==> config.mk <==
export PLATFORM = sky130hd
export DESIGN_NAME = pgwr_seq
export DESIGN_NICKNAME = d
export VERILOG_FILES = /design/src/rtl/pgwr_pkg.sv /design/src/rtl/pgwr_latch.sv /design/src/rtl/pgwr_timer.sv /design/src/rtl/pgwr_seq.sv
export SDC_FILE = /design/constraint.sdc
export NUM_CORES = 1
export LEC_CHECK = 0
export BUFFER_PORTS_ARGS = -buffer_cell sky130_fd_sc_hd__buf_2
export CORE_MARGIN = 1.5
export CORE_UTILIZATION = 56
export CTS_BUF_LIST = sky130_fd_sc_hd__clkbuf_4 sky130_fd_sc_hd__clkbuf_8 sky130_fd_sc_hd__clkbuf_16
export CTS_CLUSTER_SIZE = 10
export DETAILED_ROUTE_END_ITERATION = 10
export PLACE_DENSITY = 0.86
export SYNTH_ARGS = -nofsm -noshare
export SYNTH_HDL_FRONTEND = slang
export SYNTH_SLANG_ARGS = --single-unit
==> constraint.sdc <==
create_clock -name clk -period 2.7 [get_ports clk]
set_input_delay 0.54 -clock clk [delete_from_list [all_inputs] [get_ports clk]]
set_output_delay 0.54 -clock clk [all_outputs]
set_load 0.05 [all_outputs]
==> src/rtl/pgwr_pkg.sv <==
package pgwr_pkg;
    localparam int ADDR_W     = 7;
    localparam int DATA_W     = 8;
    localparam int OFS_W      = 3;
    localparam int PAGE_BYTES = 1 << OFS_W;
    localparam int PAGE_W     = ADDR_W - OFS_W;

    typedef logic [DATA_W-1:0] byte_t;

    typedef struct packed {
        logic [PAGE_W-1:0] page;
        logic [OFS_W-1:0]  ofs;
    } waddr_t;

    typedef enum logic [1:0] {
        SQ_IDLE,
        SQ_COMMIT,
        SQ_HOLD
    } seq_st_t;

    // advance only the in-page offset
    function automatic waddr_t bump_in_page(waddr_t a);
        waddr_t r;
        r.page = a.page;
        r.ofs  = a.ofs + 1'b1;
        return r;
    endfunction
endpackage

==> src/rtl/pgwr_latch.sv <==
module pgwr_latch
    import pgwr_pkg::*;
(
    input  logic                               clk,
    input  logic                               rst,
    input  logic                               load,
    input  waddr_t                             load_addr,
    input  logic                               push,
    input  byte_t                              push_data,
    input  logic                               clr,
    output waddr_t                             cur,
    output logic [PAGE_BYTES-1:0]              mask,
    output logic [PAGE_BYTES-1:0][DATA_W-1:0]  slots
);
    always_ff @(posedge clk) begin
        if (rst) begin
            cur   <= '0;
            mask  <= '0;
            slots <= '0;
        end else begin
            if (load) begin
                cur  <= load_addr;
                mask <= '0;
            end else if (push) begin
                slots[cur.ofs] <= push_data;
                mask[cur.ofs]  <= 1'b1;
                cur            <= bump_in_page(cur);
            end
            if (clr) begin
                mask <= '0;
            end
        end
    end
endmodule

==> src/rtl/pgwr_timer.sv <==
module pgwr_timer
    import pgwr_pkg::*;
#(
    parameter int HOLD_CYC = 16
) (
    input  logic             clk,
    input  logic             rst,
    input  logic             go,
    output logic             busy,
    output logic             commit,
    output logic [OFS_W-1:0] slot,
    output logic             done
);
    localparam int CW = $clog2(HOLD_CYC + 1);

    seq_st_t       st;
    logic [CW-1:0] cnt;

    assign done   = (st != SQ_IDLE) && (cnt == CW'(HOLD_CYC - 1));
    assign busy   = (st != SQ_IDLE);
    assign commit = (st == SQ_COMMIT);
    assign slot   = cnt[OFS_W-1:0];

    always_ff @(posedge clk) begin
        if (rst) begin
            st  <= SQ_IDLE;
            cnt <= '0;
        end else if (done) begin
            st  <= SQ_IDLE;
            cnt <= '0;
        end else begin
            case (st)
                SQ_IDLE: begin
                    if (go) begin
                        st  <= SQ_COMMIT;
                        cnt <= '0;
                    end
                end
                SQ_COMMIT: begin
                    cnt <= cnt + 1'b1;
                    if (cnt == CW'(PAGE_BYTES - 1)) begin
                        st <= SQ_HOLD;
                    end
                end
                default: cnt <= cnt + 1'b1;
            endcase
        end
    end
endmodule

==> src/rtl/pgwr_seq.sv <==
module pgwr_seq
    import pgwr_pkg::*;
#(
    parameter int WR_CYCLES = 40000
) (
    input  logic              clk,
    input  logic              rst,
    input  logic              start_vld,
    input  logic [ADDR_W-1:0] start_addr,
    input  logic              byte_vld,
    input  logic [DATA_W-1:0] byte_data,
    input  logic              stop_vld,
    input  logic              wr_lock,
    output logic              busy,
    output logic              arr_we,
    output logic [ADDR_W-1:0] arr_addr,
    output logic [DATA_W-1:0] arr_wdata,
    output logic [ADDR_W-1:0] cur_addr
);
    localparam int HOLD_CYC = (WR_CYCLES < PAGE_BYTES) ? PAGE_BYTES : WR_CYCLES;

    waddr_t                            cur;
    logic [PAGE_BYTES-1:0]             mask;
    logic [PAGE_BYTES-1:0][DATA_W-1:0] slots;
    logic                              commit, done;
    logic [OFS_W-1:0]                  slot;
    logic                              load, push, stop_acc, go, clr;

    // bus side is gated off for the whole busy window
    assign load     = start_vld & ~busy;
    assign stop_acc = stop_vld & ~busy & ~start_vld;
    assign push     = byte_vld & ~busy & ~start_vld & ~stop_vld;
    assign go       = stop_acc & ~wr_lock & (|mask);
    assign clr      = done | (stop_acc & ~go);

    pgwr_latch u_latch (
        .clk       (clk),
        .rst       (rst),
        .load      (load),
        .load_addr (waddr_t'(start_addr)),
        .push      (push),
        .push_data (byte_data),
        .clr       (clr),
        .cur       (cur),
        .mask      (mask),
        .slots     (slots)
    );

    pgwr_timer #(.HOLD_CYC(HOLD_CYC)) u_timer (
        .clk    (clk),
        .rst    (rst),
        .go     (go),
        .busy   (busy),
        .commit (commit),
        .slot   (slot),
        .done   (done)
    );

    assign arr_we    = commit & mask[slot];
    assign arr_addr  = {cur.page, slot};
    assign arr_wdata = slots[slot];
    assign cur_addr  = cur;
endmodule

Yosys cells after proc, flatten, opt, wreduce, memory -nomap -nowiden. Cells that the tools add are included.

Add/subtract/negate cells: 2. Reduce and logical (&&, ||, !) cells: 11. Eq/ne operators: 5. Bitwise operators: 18. Muxes and demuxes: 16. Order comparisons: 3.

Operator list (count): bitwise mux 64 bit (1); two-way mux 16 bit (2); binary-select mux 8 bit (select 3 bit) (1); demux 8 bit (select 3 bit) (1); adder 16 x 1 -> 16 bit, second input constant (1); equality test 16 bit, second input constant (1); equality test 16 x 3 -> 1 bit, second input constant (1); two-way mux 8 bit (2); bitwise AND 1 bit (10); < comparator 3 x 4 -> 1 bit, second input constant (2); OR 8 bit (1); OR reduction 8 bit (1); two-way mux 7 bit (1); NOT 1 bit (6); nonzero test 2 bit (3); two-way mux 2 bit (2); case mux 2 bit (2 select lines) (1); adder 3 x 1 -> 3 bit, second input constant (1); binary-select mux 1 bit (select 3 bit) (1); demux 1 bit (select 3 bit) (1); greater-or-equal comparator 3 x 1 -> 1 bit, second input constant (1); two-way mux 3 bit (1); AND reduction 3 bit (1); OR reduction 3 bit (1); 9 further kinds (11).

Bits of input ports: 21. Output and inout port bits: 24. Logic and storage cells: 68. Register bits after elaboration: 97.

Longest topological paths before layout. Gate-level depths: netlist of run 1.

Depth in word-level cells: 10. Mapped depth: 6.

By module. Synthesis of run 1 repeated with hierarchy kept, for this count alone.

Cells, all modules: 468. Area total of the unflattened synthesis: 4863.4 sq um.

By module, submodules not included: pgwr_latch (cells an instance 299, area an instance 3141.8 sq um, seq. area each 1581.5 sq um, times used 1); pgwr_timer (cells an instance 120, area an instance 1013.5 sq um, seq. area each 360.3 sq um, times used 1); pgwr_seq (cells an instance 49, area an instance 708.2 sq um, seq. area each 0.0 sq um, times used 1).

Worst setup path after synthesis of run 1. No wires, ideal clock.

Kind: register to output. Start point: reg u_timer.cnt[1]. End point: out arr_we. Path slack: -0.128 ns. Cell stages (with the launch flop): 5. Path buffers: 1. Data arrival time: 2.288 ns. Path through: dfxtp_1 buf_1 mux4_2 mux2i_1 nor3b_1.

Longest elaborated chain between the ends: 3.

Ends and longest elaborated chain: start: declaration (line pgwr_timer.sv:17) `logic [CW-1:0] cnt;`; start signal: assignment (line pgwr_timer.sv:40) `cnt <= cnt + 1'b1;`; start signal: assignment (line pgwr_timer.sv:45) `default: cnt <= cnt + 1'b1;`; binary-select mux 1 bit (select 3 bit) (line pgwr_seq.sv:59) `assign arr_we = commit & mask[slot];`; two-way mux 1 bit (implied by the code) (line pgwr_seq.sv:59); bitwise AND 1 bit (line pgwr_seq.sv:59); end: declaration (line pgwr_seq.sv:15) `output logic arr_we,`.

No other way between the ends. The select of a mux whose other input is x is not followed.

Worst setup path in the final report of run 1.
Start point: reg u_timer.cnt[1]. End point: out arr_wdata[3].

Longest elaborated chain between the ends: 2.

Ends and longest elaborated chain: binary-select mux 8 bit (select 3 bit) (line pgwr_seq.sv:61) `assign arr_wdata = slots[slot];`; two-way mux 8 bit (implied by the code) (line pgwr_seq.sv:61); end: declaration (line pgwr_seq.sv:17) `output logic [DATA_W-1:0] arr_wdata,`.

No other way between the ends. The select of a mux whose other input is x is not followed.

==> results of run 1 <==
[registers in the layout, summed over array words and instances (netlist names)]
name	flops
u_latch.slots	64
u_timer.cnt	16
u_latch.mask	8
u_latch.cur	7
u_timer.st	2
[per-layer routing]
layer / routed length [um] / global-route usage [%] / share of wire [%]
met1: 4160 / 30.2 / 43
met2: 4810 / 38.9 / 50
met3: 521 / 6.26 / 5.4
met4: 138 / 8.08 / 1.4
met5: 0 / 0 / 0
[final cells by class]
type / count / area, um^2
inverter: 5 / 18.8
multi-input combinational: 303 / 2360
tap: 102 / 128
clock inverter: 7 / 103
sequential: 97 / 1940
timing repair buffer: 60 / 353
clock buffer: 9 / 124
fill: 618 / 2740
[power by group through the flow]
stage	registers, mW	logic [mW]	clock network (mW)
6_report	1.46	0.185	1.07
5_1_grt	1.46	0.200	1.13
4_1_cts	1.46	0.186	1.08
3_5_place_dp	1.49	0.186	0
3_3_place_gp	1.49	0.181	0
2_1_floorplan	1.51	0.124	0
[worst max-delay path by stage]
stage                                           start                             end  slack [ns]  cells past startpoint
after detailed placement                     stop_vld  u_latch.slots[63]$_SDFFE_PP0P_        0.24                      5
after global routing      u_timer.cnt[1]$_SDFFE_PP0P_                          arr_we       0.004                      6
final                     u_timer.cnt[1]$_SDFFE_PP0P_                    arr_wdata[3]        0.11                      4
after global placement                       stop_vld  u_latch.slots[57]$_SDFFE_PP0P_        0.27                      5
after CTS                 u_timer.cnt[0]$_SDFFE_PP0P_                          arr_we       0.005                      5
after floorplan           u_timer.cnt[1]$_SDFFE_PP0P_                    arr_wdata[0]        0.28                      4
[layout by cell type (no fill, tap or decap), types with 3 or more instances in the layout]
cell	synthesis	routed
o211ai_1	4	4
clkbuf_8	0	9
a211oi_1	7	7
buf_2	8	44
nand3_1	16	16
nor2_1	81	80
a221oi_2	3	3
a31oi_1	6	6
nand4_1	3	3
a311oi_1	7	7
mux2_2	8	8
nor3b_1	4	3
mux2i_1	65	65
nand2_1	20	20
and4_1	3	3
nor4_2	0	4
inv_1	5	5
a21oi_1	12	12
or4_1	7	7
or4b_1	3	3
dfxtp_1	97	96
buf_4	9	15
mux4_2	18	18
o21ai_0	5	5
[cell families after synthesis]
logic type      count (synthesis)
compound gates                 52
simple gates                  156
mux                            91
fa+ha+maj                       2
buf+inv                        56
xor+xnor                        2
flops                          97
[worst reg2reg max path: stages, from the launching register on]
cell and delay [ns]:
dfxtp_1 0.40, or4b_4 0.66, or4b_1 0.79, mux2i_1 0.24, nor2_1 0.06
[stage by stage]
step           area, um^2  cells  setup WS, ns
2_1_floorplan        4540    456         0.275
3_3_place_gp         4800    567         0.267
3_5_place_dp         4800    567         0.242
4_1_cts              5030    583       0.00453
5_1_grt              5030    583       0.00377
6_report             5030    583         0.113
==> impl_metrics.env, run 1 <==
export IMPL_fp_coreArea_um2=7770
export IMPL_hold_path_class="input pin to register"
export IMPL_htree_num_levels=3
export IMPL_cts_path_max_buffers=2
export IMPL_placement_io_buffers=44
export IMPL_totalWireLength_mm=9.63
export IMPL_first_pass_grt_wire_length_mm=16.0
export IMPL_design_portCount=45
export IMPL_unrepaired_setup_endpoints_after_global_routing="false"
export IMPL_cp_buffers_inverters=2
export IMPL_synth_cells=456
export IMPL_vias_per_cell=6.00
export IMPL_first_pass_iters=4
export IMPL_crit_path_top_delay_cell="mux4_2"
export IMPL_r2r_slack_ns=0.42
export IMPL_n_antenna_cell=0
export IMPL_vdd_drop_max_uv=373
export IMPL_holdCritStartpoint="start_addr[3]"
export IMPL_synth_compound_area_share_pct=8.46
export IMPL_clk_pin_slew_ns=0.09
export IMPL_cp_max_fo=17
export IMPL_clockPowerShare_pct=39.3
export IMPL_grt_antenna_before_repair=0
export IMPL_drv_slew=0
export IMPL_clkLatencyLatePin_ns=0.37
export IMPL_synth_top_cell_area_share_pct=42.8
export IMPL_slowest_cell_delay_on_critical_path_ns=0.54
export IMPL_tritoncts_num_buffers=9
export IMPL_period_minus_slack_ns=2.59
export IMPL_final_total_power_mw=2.71
export IMPL_synthesis_area_per_instance_um2=9.95
export IMPL_critPathLaunchType="register"
export IMPL_place_congestion=0.834
export IMPL_final_hold_viol_count=0
export IMPL_critical_path_endpoint_type="primary output"
export IMPL_grt_usage_pct=23.7
export IMPL_worst_endpoint_arrival_ns=2.05
export IMPL_synth_edff_count=0
export IMPL_logic_pwr_share_pct=6.8
export IMPL_maxCapViolCount=0
export IMPL_yosys_area_share_simple_pct=16.6
export IMPL_most_area_consuming_cells_after_synthesis="dfxtp_1 (43%), mux2i_1 (14%), mux4_2 (8.9%)"
export IMPL_drt_initial_drc_count=224
export IMPL_fmax_mhz=386
export IMPL_initial_core_util_pct=58.4
export IMPL_result_of_the_run="finished, final reports clean"
export IMPL_final_util_pct=64.8
export IMPL_holdPathStages=3
export IMPL_tritoncts_num_sinks=97
export IMPL_seq_area_frac_synth_pct=42.8
export IMPL_place_detailed_hpwl_mm=6.35
export IMPL_cts_hold_buffers=0
export IMPL_p_int_mw=2.03
export IMPL_setup_tns_ns=0
export IMPL_summed_instance_area_of_the_synthesized_netlist_um2=4540
export IMPL_timing_worst_setup_path_type="register to primary output"
export IMPL_yosys_area_top_type="dfxtp_1"
export IMPL_floorplan_rows=32
export IMPL_synth_seq_cells=97
export IMPL_die_height_um=93.0
export IMPL_clock_skew_ns=0.00786
export IMPL_final_min_period_over_clock_period_pct=95.8
export IMPL_grt_max_degree=72
export IMPL_hold_ws_ns=0.430
export IMPL_synth_warnings=0
export IMPL_report_final_setup_viol=0
export IMPL_post_synth_num_cell_types=43
export IMPL_synth_cells_most_frequent="dfxtp_1 (97), nor2_1 (81), mux2i_1 (65)"
export IMPL_timing_critical_path_cells="buf_4 -> mux4_2 -> mux2_2 -> buf_2"
export IMPL_net_switching_power_mw=0.675
export IMPL_regToRegStartpoint="u_timer.st[1]$_SDFFE_PP0P_"
export IMPL_dieWidth_um=93.0
export IMPL_synth_async_reset_ratio_pct=0
export IMPL_synthMostInstantiatedCell="dfxtp_1"
export IMPL_clock_tree_from_tritoncts="yes"
export IMPL_detail_route_antenna_nets=0
export IMPL_drc=0
export IMPL_yosys_most_used_dff="dfxtp_1"
export IMPL_post_route_cells_drive_above_1_share_pct=24.5
export IMPL_main_combinational_cell_family_by_area_after_synthesis="multiplexers"
export IMPL_area_growth_syn_to_layout_pct=10.8
export IMPL_average_wire_length_per_cell_after_detail_routing_um=16.5
export IMPL_critPathRequiredTime_ns=2.16
export IMPL_r2r_end="u_latch.slots[61]$_SDFFE_PP0P_"
export IMPL_timing_worst_slew_pin_value_ns=0.695
export IMPL_num_nets_final=499
export IMPL_synth_mux_area_fraction_pct=25.2
export IMPL_power_density_nw_per_um2=539
export IMPL_critPathTopFamily="multiplexers"
export IMPL_reg2reg_depth=4
export IMPL_synth_xor_xnor_area_share_pct=0.386
export IMPL_num_vias=3500
export IMPL_synth_adder_area_share_pct=0.551
export IMPL_max_slew_margin_rel_pct=53.6
export IMPL_power_leakage_nw=2.03
export IMPL_postCtsSetupRepairBufs=0
export IMPL_cts_resized=0
export IMPL_p_sw_share_pct=24.9
export IMPL_remaining_global_route_overflow=0
export IMPL_vias_in_the_first_global_route=3280
export IMPL_cts_root_buffer="clkbuf_8"
export IMPL_power_share_sequential_pct=53.8
export IMPL_synth_nets=479
export IMPL_die_area_um2=8660
export IMPL_hold_path_end="u_latch.cur[3]$_SDFFE_PP0P_"
Power figures use the tool's default switching activity.
==> run 2: changes to the inputs <==
- CORE_ASPECT_RATIO: not set -> 0.5
==> impl_metrics.env, run 2 (synthesis results as in run 1) <==
export IMPL_result_of_the_run="finished, final reports clean"
export IMPL_critPathLaunchType="register"
export IMPL_first_pass_iters=5
export IMPL_layout_setup_ws_ns=0.155
export IMPL_tritoncts_num_buffers=9
export IMPL_detail_route_antenna_nets=0
export IMPL_die_height_um=66.7
export IMPL_grt_usage_pct=25.6
export IMPL_drc=0
export IMPL_initial_core_util_pct=59.7
export IMPL_place_detailed_hpwl_mm=6.41
export IMPL_final_cell_area_um2=5100
export IMPL_num_vias=3558
export IMPL_hold_ws_ns=0.453
export IMPL_cts_hold_buffers=0
export IMPL_drv_slew=0
export IMPL_worst_endpoint_arrival_ns=2.00
export IMPL_dieWidth_um=130
export IMPL_critical_path_endpoint_type="primary output"
export IMPL_slowest_cell_delay_on_critical_path_ns=0.52
export IMPL_post_route_cells_drive_above_1_share_pct=24.4
export IMPL_timing_worst_setup_path_type="register to primary output"
export IMPL_design_portCount=45
export IMPL_reg_largest_list="u_latch.slots: 64 flops, u_timer.cnt: 16 flops, u_latch.mask: 8 flops"
export IMPL_floorplan_rows=22
export IMPL_timing_critical_path_cells="buf_4 -> mux4_2 -> mux2_2 -> buf_2"
export IMPL_fp_coreArea_um2=7600
export IMPL_area_growth_syn_to_layout_pct=12.3
export IMPL_unrepaired_setup_endpoints_after_global_routing="false"
export IMPL_vias_per_cell=6.05
export IMPL_first_pass_grt_wire_length_mm=16.7
export IMPL_n_antenna_cell=0
export IMPL_grt_antenna_before_repair=0
export IMPL_maxCapViolCount=0
export IMPL_r2r_slack_ns=0.30
export IMPL_footprint_of_the_flip_flops_and_latches_um2=1940
export IMPL_power_density_nw_per_um2=571
export IMPL_postCtsSetupRepairBufs=0
export IMPL_drt_initial_drc_count=358
export IMPL_num_nets_final=498
export IMPL_final_min_period_over_clock_period_pct=94.3
export IMPL_grt_max_degree=72
export IMPL_final_common_cell="dfxtp_1"
export IMPL_htree_num_levels=3
export IMPL_multi_input_area_um2=2360
export IMPL_power_leakage_nw=2.06
export IMPL_remaining_global_route_overflow=0
export IMPL_cts_resized=0
export IMPL_placement_io_buffers=44
export IMPL_clock_skew_ns=0.00938
export IMPL_clk_pin_slew_ns=0.07
export IMPL_timing_worst_slew_pin_value_ns=0.716
export IMPL_num_fill_cells=584
export IMPL_setup_tns_ns=0
export IMPL_fmax_mhz=393
export IMPL_clock_tree_from_tritoncts="yes"
export IMPL_crit_path_top_delay_cell="mux4_2"
export IMPL_cp_max_fo=14
export IMPL_vias_in_the_first_global_route=3501
export IMPL_cts_path_max_buffers=2
export IMPL_hold_path_class="input pin to register"
export IMPL_tritoncts_num_sinks=97
export IMPL_place_congestion=0.789
export IMPL_vdd_drop_max_uv=363
export IMPL_final_hold_viol_count=0
export IMPL_placed_area_um2=4800
export IMPL_critPathRequiredTime_ns=2.16
export IMPL_totalWireLength_mm=10.0
export IMPL_die_area_um2=8690
export IMPL_period_minus_slack_ns=2.54
export IMPL_largest_register="u_latch.slots"
export IMPL_average_wire_length_per_cell_after_detail_routing_um=17.1
export IMPL_cts_root_buffer="clkbuf_16"
export IMPL_report_final_setup_viol=0
export IMPL_pre_cts_slack_ns=0.142
export IMPL_max_slew_margin_rel_pct=52.3
export IMPL_largest_reg_flops=64
export IMPL_clkLatencyLatePin_ns=0.36
export IMPL_most_common_layout_cells="dfxtp_1 (96), nor2_1 (80), mux2i_1 (65), buf_2 (44), nand2_1 (20)"
==> run 2: cell types whose count changed in the layout (fill, tap and decap cells not counted), sizes merged <==
cell | previous run | this run
clkinv | 2 | 1
inv | 7 | 9
bufinv | 2 | 0
clkbuf | 9 | 10
buf | 60 | 59
==> run 2: path summary, 6_finish.rpt <==
kind / start / cells past startpoint / end
max reg2reg: u_timer.st[1]$_SDFFE_PP0P_ / 4 / u_latch.slots[43]$_SDFFE_PP0P_
max: u_timer.cnt[1]$_SDFFE_PP0P_ / 4 / arr_wdata[3]
min: start_addr[5] / 3 / u_latch.cur[5]$_SDFFE_PP0P_
min reg2reg: u_latch.cur[3]$_SDFFE_PP0P_ / 2 / u_latch.cur[3]$_SDFFE_PP0P_
==> run 2: cell type report <==
| cell class | count | share of cell area (%) |
|---|---|---|
| multi-input combinational | 303 | 46.3 |
| sequential | 97 | 38.1 |
| timing repair buffer | 59 | 6.77 |
| clock buffer | 10 | 4.69 |
| tap | 108 | 2.65 |
| clock inverter | 6 | 1.10 |
| inverter | 5 | 0.368 |
==> run 2: power breakdown <==
group	leakage (nW)	internal (mW)	switching, mW
logic	1.13	0.0588	0.128
clock network	0.144	0.671	0.592
registers	0.784	1.44	0.0145
total	2.06	2.17	0.735
==> run 2: critical path, delay by kind of cell, from the launching register on <==
family,cells,cell delay (ns)
muxes,2,0.80
buffers and inverters,2,0.47
DFF,1,0.38
==> run 2: per-stage QoR <==
| step | power (mW) | cells | utilization, % |
|---|---|---|---|
| floorplan | 1.63 | 456 | - |
| global placement | 1.67 | 572 | 63.2 |
| finish | 2.91 | 588 | 67.1 |
| detailed placement | 1.68 | 572 | 63.2 |
| CTS | 2.92 | 588 | 67.1 |
| global route | 3.01 | 588 | 67.1 |
==> run 2: routing by layer <==
metal	vias to the layer above	global-route usage, %	wire length [um]
met4	0	11.0	216
li1	1675	-	-
met3	21	7.79	579
met2	122	41.3	4810
met1	1740	32.0	4420
met5	-	0	0
